--- config.mk ---
export PLATFORM = sky130hd
export DESIGN_NAME = dram_page_hit_det
export DESIGN_NICKNAME = d
export VERILOG_FILES = /design/src/rtl/dph_pkg.sv /design/src/rtl/dph_space_decode.sv /design/src/rtl/dph_page_tracker.sv /design/src/rtl/dram_page_hit_det.sv
export SDC_FILE = /design/constraint.sdc
export NUM_CORES = 1
export LEC_CHECK = 0
export BUFFER_PORTS_ARGS = -buffer_cell sky130_fd_sc_hd__buf_4
export CAP_MARGIN = 15
export CORE_AREA = 2 2 56 58
export DETAILED_ROUTE_END_ITERATION = 6
export DIE_AREA = 0 0 58 60
export PLACE_DENSITY = 0.73
export SLEW_MARGIN = 0
export SYNTH_ARGS = -nofsm -noshare
export SYNTH_HDL_FRONTEND = slang
export SYNTH_SLANG_ARGS = --single-unit
--- constraint.sdc ---
create_clock -name clk -period 1.6 [get_ports clk]
set_clock_uncertainty 0.15 [all_clocks]
set_input_delay 0.16 -clock clk [delete_from_list [all_inputs] [get_ports clk]]
set_output_delay 0.16 -clock clk [all_outputs]
set_load 0.03 [all_outputs]
--- src/rtl/dph_pkg.sv ---
package dph_pkg;
  localparam int NUM_SPACES = 3;

  typedef enum logic [1:0] {
    SP_YDATA = 2'b00,
    SP_XDATA = 2'b01,
    SP_PROG  = 2'b10,
    SP_NONE  = 2'b11
  } space_e;
endpackage

--- src/rtl/dph_space_decode.sv ---
module dph_space_decode
  import dph_pkg::*;
#(
  parameter int N = NUM_SPACES
) (
  input  logic         acc_valid,
  input  logic         bus_owner,
  input  logic [1:0]   acc_space,
  input  logic [N-1:0] en,
  output logic [N-1:0] mon
);
  // One monitor line per space; code 11 matches no index and stays idle.
  for (genvar i = 0; i < N; i++) begin : g_dec
    assign mon[i] = acc_valid & bus_owner & en[i] & (acc_space == 2'(i));
  end
endmodule

--- src/rtl/dph_page_tracker.sv ---
module dph_page_tracker #(
  parameter int ROW_W = 8
) (
  input  logic             clk,
  input  logic             rst_n,
  input  logic             flush,
  input  logic             mon,
  input  logic [ROW_W-1:0] row,
  output logic             hit_now
);
  logic [ROW_W-1:0] open_row_q;
  logic             open_vld_q;

  always_ff @(posedge clk or negedge rst_n) begin
    if (!rst_n) begin
      open_row_q <= '0;
      open_vld_q <= 1'b0;
    end else if (flush) begin
      open_vld_q <= 1'b0;
    end else if (mon) begin
      open_row_q <= row;
      open_vld_q <= 1'b1;
    end
  end

  assign hit_now = open_vld_q && (open_row_q == row);

  // after a flush no page is open
  p_flush_clears_r7: assert property (@(posedge clk) disable iff (!rst_n)
    flush |=> !open_vld_q);
  // every monitored access opens its own row
  p_mon_opens_row_r6: assert property (@(posedge clk) disable iff (!rst_n)
    (mon && !flush) |=> (open_vld_q && open_row_q == $past(row)));
  // an unmonitored cycle keeps the row
  p_row_kept_r4: assert property (@(posedge clk) disable iff (!rst_n)
    !mon |=> $stable(open_row_q));
endmodule

--- src/rtl/dram_page_hit_det.sv ---
module dram_page_hit_det
  import dph_pkg::*;
#(
  parameter int ADDR_W = 16,
  parameter int COL_W  = 8
) (
  input  logic              clk,
  input  logic              rst_n,
  input  logic              cfg_load,
  input  logic [2:0]        cfg_en,
  input  logic              bus_owner,
  input  logic              acc_valid,
  input  logic [1:0]        acc_space,
  input  logic [ADDR_W-1:0] acc_addr,
  output logic              page_hit
);
  localparam int ROW_W = ADDR_W - COL_W;

  logic [NUM_SPACES-1:0] en_q;
  logic [NUM_SPACES-1:0] mon;
  logic [NUM_SPACES-1:0] hit_vec;
  logic [ROW_W-1:0]      acc_row;
  logic                  unused_col;
  logic                  page_hit_q;

  assign acc_row    = acc_addr[ADDR_W-1:COL_W];
  assign unused_col = ^acc_addr[COL_W-1:0];

  always_ff @(posedge clk or negedge rst_n) begin
    if (!rst_n)        en_q <= '0;
    else if (cfg_load) en_q <= cfg_en;
  end

  dph_space_decode #(.N(NUM_SPACES)) u_dec (
    .acc_valid (acc_valid),
    .bus_owner (bus_owner),
    .acc_space (acc_space),
    .en        (en_q),
    .mon       (mon)
  );

  for (genvar s = 0; s < NUM_SPACES; s++) begin : g_trk
    dph_page_tracker #(.ROW_W(ROW_W)) u_trk (
      .clk     (clk),
      .rst_n   (rst_n),
      .flush   (!bus_owner),
      .mon     (mon[s]),
      .row     (acc_row),
      .hit_now (hit_vec[s])
    );
  end

  always_ff @(posedge clk or negedge rst_n) begin
    if (!rst_n) page_hit_q <= 1'b0;
    else        page_hit_q <= |(mon & hit_vec);
  end

  assign page_hit = page_hit_q;

  // no strobe, no hit next cycle
  p_idle_low_r9: assert property (@(posedge clk) disable iff (!rst_n)
    !acc_valid |=> !page_hit);
  // not bus owner, no hit next cycle
  p_not_owner_low_r8: assert property (@(posedge clk) disable iff (!rst_n)
    !bus_owner |=> !page_hit);
  // code 11 is never monitored
  p_code11_low_r3: assert property (@(posedge clk) disable iff (!rst_n)
    (acc_space == SP_NONE) |=> !page_hit);
  // a disabled space cannot produce a hit
  p_disabled_low_r4: assert property (@(posedge clk) disable iff (!rst_n)
    (acc_space != SP_NONE && !en_q[acc_space]) |=> !page_hit);
  // enables follow the load
  p_en_load_r2: assert property (@(posedge clk) disable iff (!rst_n)
    cfg_load |=> (en_q == $past(cfg_en)));
endmodule

### Yosys cells after proc, flatten, opt, wreduce, memory -nomap -nowiden

Cells that the tools add are included.

* bits in registers: 31
* output and inout port bits: 1
* word-level logic and storage cells: 38

* equal/unequal tests: 8
* multiplexer cells: 6
* bitwise operators: 8
* reductions and logical operators: 8

Operator list (count)
* $eq 8x8->1: 3
* $and 1x1->1: 7
* $mux 1: 6
* $ne 2x1->1 const B: 3
* $reduce_and 2->1: 3
* $and 3x3->3: 1
* $logic_and 1x1->1: 3
* $reduce_or 3->1: 1
* $eq 2x1->1 const B: 1
* $eq 2x2->1 const B: 1
* $logic_not 2->1: 1

### Depth between registers and ports, before layout

* depth in word-level cells: 5
* depth in mapped cells: 5

### Cells and area by module

Synthesis repeated with hierarchy kept, for this count alone.

* cell total of the unflattened synthesis: 115
* area, all modules: 1594.0 µm²

Modules (own cells, without submodules)
* dph_page_tracker: instances 3, cells an instance 33, area each 467.9 µm², sequential area each 225.2 µm²
* dram_page_hit_det: instances 1, cells an instance 10, area each 151.4 µm², sequential area each 100.1 µm²
* dph_space_decode: instances 1, cells an instance 6, area each 38.8 µm², sequential area each 0.0 µm²

### Least setup slack after synthesis

Ideal clock, no wire load.

* path kind: register to register
* from: register en_q[0]
* to: register g_trk[0].u_trk.open_row_q[0]
* data arrival time: 1131 ps
* path slack: 194 ps
* cell stages (with the launch flop): 3
* buffers on the path: 0
* cells stage by stage: dfrtp_1 nor4b_4 mux2_2

* longest elaborated chain between the ends: 3

RTL lines
* from (decl): line dram_page_hit_det.sv:19 `logic [NUM_SPACES-1:0] en_q;`
* from (signal assigned): line dram_page_hit_det.sv:31 `else if (cfg_load) en_q <= cfg_en;`
* $and 1x1->1 (2 in series): line dph_space_decode.sv:14 `assign mon[i] = acc_valid & bus_owner & en[i] & (acc_space == 2'(i));`
* $reduce_and 2->1 (no line)
* to (signal assigned): line dph_page_tracker.sv:21 `open_row_q <= row;`
* to (decl): line dph_page_tracker.sv:11 `logic [ROW_W-1:0] open_row_q;`

No other way between the ends.
A chain may end at the register's enable or synchronous reset.

### Final worst setup path

* from: input cfg_en[1]
* to: register en_q[1]

RTL lines
* from (decl): line dram_page_hit_det.sv:10 `input logic [2:0] cfg_en,`

No word-level cell between the ends.

==> metrics.md <==
| Metric | Value |
|---|---|
| Max_cap viols | 0 |
| Fin nets | 174 |
| Minimum clock period | 1.57 ns |
| Power Dens Cells | 1030 mW/mm2 |
| Syn Area/Cell | 13.5 um2 |
| Htree depth | 2 |
| Critical-path cell list | dlygate4sd3_1 -> buf_4 -> mux2_2 -> dlygate4sd3_1 |
| Synth unique cells | 16 |
| GR Util All Layers | around 18% |
| Synth top area share | 51.9% |
| Post-synth EDFFs | 0 |
| Slowest-stage cell, CP | dlygate4sd3_1 |
| Buf+Inv Stages, Crit Path | 3 |
| Vias per cell | approximately 5.2 |
| Primary FF master, synth | dfrtp_1 |
| Synth Register Bits | 31 |
| GR Overflow Total | 0 |
| Post-route insts no fill | around 180 |
| Synth Area in Adders | 0% |
| Worst path max stage delay | between 0.5 and 0.6 ns |
| N_diodes | 0 |
| Initial antenna violation count | 0 |
| Max-slew headroom | 74.8% |
| IO Count | 27 |
| HPWL after DPL | between 1500 and 2000 um |
| # DRC | 0 |
| Most common cell in the netlist | dfrtp_1 |
| Largest cells by area after synthesis | dfrtp_1 52%, mux2_2 20%, xor2_1 11% |
| Antenna viol nets, final | 0 |
| Area growth, synth to finish | 27.1% |
| Final Cycle Share | a little over nine tenths |
| I/O Buffers | 18 |
| Clock transition at path regs | around 0.090 ns |
| Synth top cells by count | 31 x dfrtp_1, 27 x mux2_2, 18 x xor2_1 |
| RSZ-0062 raised after global routing | false |
| # fillers | between 200 and 250 |
| Routed WL | 2560 um |
| Final Hold Viols | 0 |
| Most frequent CP cell | dlygate4sd3_1 |
| Largest net degree at the start of global routing | 32 |
| Status | completed |
| Mux cell area share after synthesis | 20.4% |
| DP Cell Count | between 150 and 200 |
| Initial Util | 51.5% |
| Ys async rst share | 100% |
| Routed len/inst | 14.0 um |
| YS warnings | 0 |
| Register area share after synthesis | between 50 and 60% |
| Peak supply drop | around 0.00074 V |
| Crit path max fanout | 1 |
| # Post-CTS Setup Buffers | 0 |
| Leakage power | roughly 0.86 nW |
| Area leader, netlist | dfrtp_1 |
| Core area | roughly 0.0029 mm2 |
| Synth Instances | roughly 110 |
| CTS sink count | 31 |
| Setup crit start kind | input pin |
| Routability Congestion | between 0.7 and 0.8 |
| TritonCTS clock tree | yes |
| Die X-Extent | 58 um |
| Main combinational cell family by area after synthesis | multiplexers |
| Arr. time, crit path | between 1.5 and 2 ns |
| Via count | roughly 950 |
| # setup viols final | 0 |
| Layout cell share with drive strength beyond 1 | between 40% and 50% |
| Delay-heaviest family, CP | buffers and inverters |
| Final Slew Violations | 0 |
| DR iter-0 viols | 15 |
| Cts bufs inserted | 5 |
| Post-synthesis cell area | between 0.001 and 0.0015 mm2 |
| DR pass1 iterations | 4 |
| Syn nets | between 100 and 150 |
| Root buffer cell | clkbuf_4 |
| Compound-Gate Fraction of Synth Area | between 2 and 2.5% |
| Clock Latency Late Sink | around 0.33 ns |
| Hold Path Class | input pin to register |
| Simple-gate share of the synthesized area | 9.38% |
| Xor and xnor area share after synthesis | roughly 14% |
| Die area | about 0.0035 mm2 |
| Critical path type | input pin to register |
| First-pass GRT wire length | about 4400 um |
| Die Height | about 60 um |
| CTS Buffer Depth | 2 |
| CP endpoint kind | register |
| Vias in the first global route | just under 1000 |
| Final Cell Area | 0.00190 mm2 |
| Placed Area | 0.00168 mm2 |
| Least-Margin Pin Slew | 0.378 ns |
| Max Fclk | 639 MHz |
| Setup TNS | 0 ns |
| WP data required | between 1.5 and 2 ns |
| FP Rows | 20 |
| Total Power Consumption | 1.96 mW |
layout by cell type (no fill, tap or decap), drive strengths merged, types with 2 or more instances in the layout:
master,synthesis,final
mux2,27,27
nor3,4,4
xnor2,6,6
dfrtp,31,31
buf,0,22
and2,2,2
a21o,3,3
nand4,3,3
nand2,3,3
clkbuf,8,7
dlygate4sd3,0,16
xor2,18,18
nor4,3,3
timing repair:
action / CTS / global route
endpoints found under the hold margin: 61 / 0
setup endpoints to repair: 0 / 1
resized for setup: 0 / 1
hold buffers: 16 / 0
final timing paths:
| kind | end | slack, ns | cells past startpoint | startpoint |
|---|---|---|---|---|
| worst max-delay path | en_q[1] | 0.03 | 4 | cfg_en[1] |
| worst min-delay path | g_trk[2].u_trk.open_row_q[2] | 0.10 | 3 | acc_space[0] |
| worst max register to register | en_q[0] | 0.13 | 2 | en_q[0] |
| worst min register to register | g_trk[1].u_trk.open_vld_q | 0.34 | 1 | g_trk[1].u_trk.open_vld_q |
| max in group asynchronous | g_trk[1].u_trk.open_row_q[6] | 0.89 | 2 | rst_n |
| min in group asynchronous | g_trk[2].u_trk.open_vld_q | 0.14 | 2 | rst_n |
worst min-delay path, delay by kind of cell:
kind                   cells  cell delay [ns]
AND/OR/NAND/NOR            1             0.06
multiplexers               1             0.21
buffers and inverters      1             0.12
cells by family (layout without fill, tap and decap cells):
group / Yosys count / after routing
buffers and inverters: 8 / 46
AO/OA/AOI/OAI: 4 / 4
XOR/XNOR: 24 / 24
flip-flops: 31 / 31
AND/OR/NAND/NOR: 17 / 17
multiplexers: 27 / 27
power by group:
group | total, mW | switching (mW) | internal (mW)
clock network | 0.429 | 0.258 | 0.171
logic | 0.464 | 0.172 | 0.292
registers | 1.07 | 0.112 | 0.958
layer usage:
layer / wire length, um / GRT usage [%] / vias to the layer above
met5: 0 / 0 / -
met4: 41 / 5.98 / 0
met3: 111 / 4.55 / 6
met2: 1260 / 30.0 / 19
met1: 1140 / 21.7 / 466
li1: - / - / 454
flip-flops by register name, summed over array words and instances, names as in the netlist:
name and cells:
en_q 3, g_trk.u_trk.open_row_q 24, page_hit 1, g_trk.u_trk.open_vld_q 3
final cells by class:
type / count / area [um2] / area share (%)
Timing Repair Buffer: 38 / 338 / 17.8
Clock buffer: 7 / 45.0 / 2.37
Sequential cell: 31 / 776 / 40.8
Tap cell: 33 / 41.3 / 2.17
Multi-Input combinational cell: 72 / 694 / 36.6
Clock inverter: 1 / 5.00 / 0.264
metrics by stage:
stage	hold WS, ns	setup slack [ns]	utilization, %
after floorplan	-0.286	0.194	-
after global placement	-0.0393	0.0672	58.0
after detailed placement	-0.0349	0.0266	58.0
after CTS	0.0953	0.00143	65.2
after global routing	0.103	0.0252	65.4
final	0.102	0.0348	65.4
No activity file was read; power rests on OpenSTA's default activity.
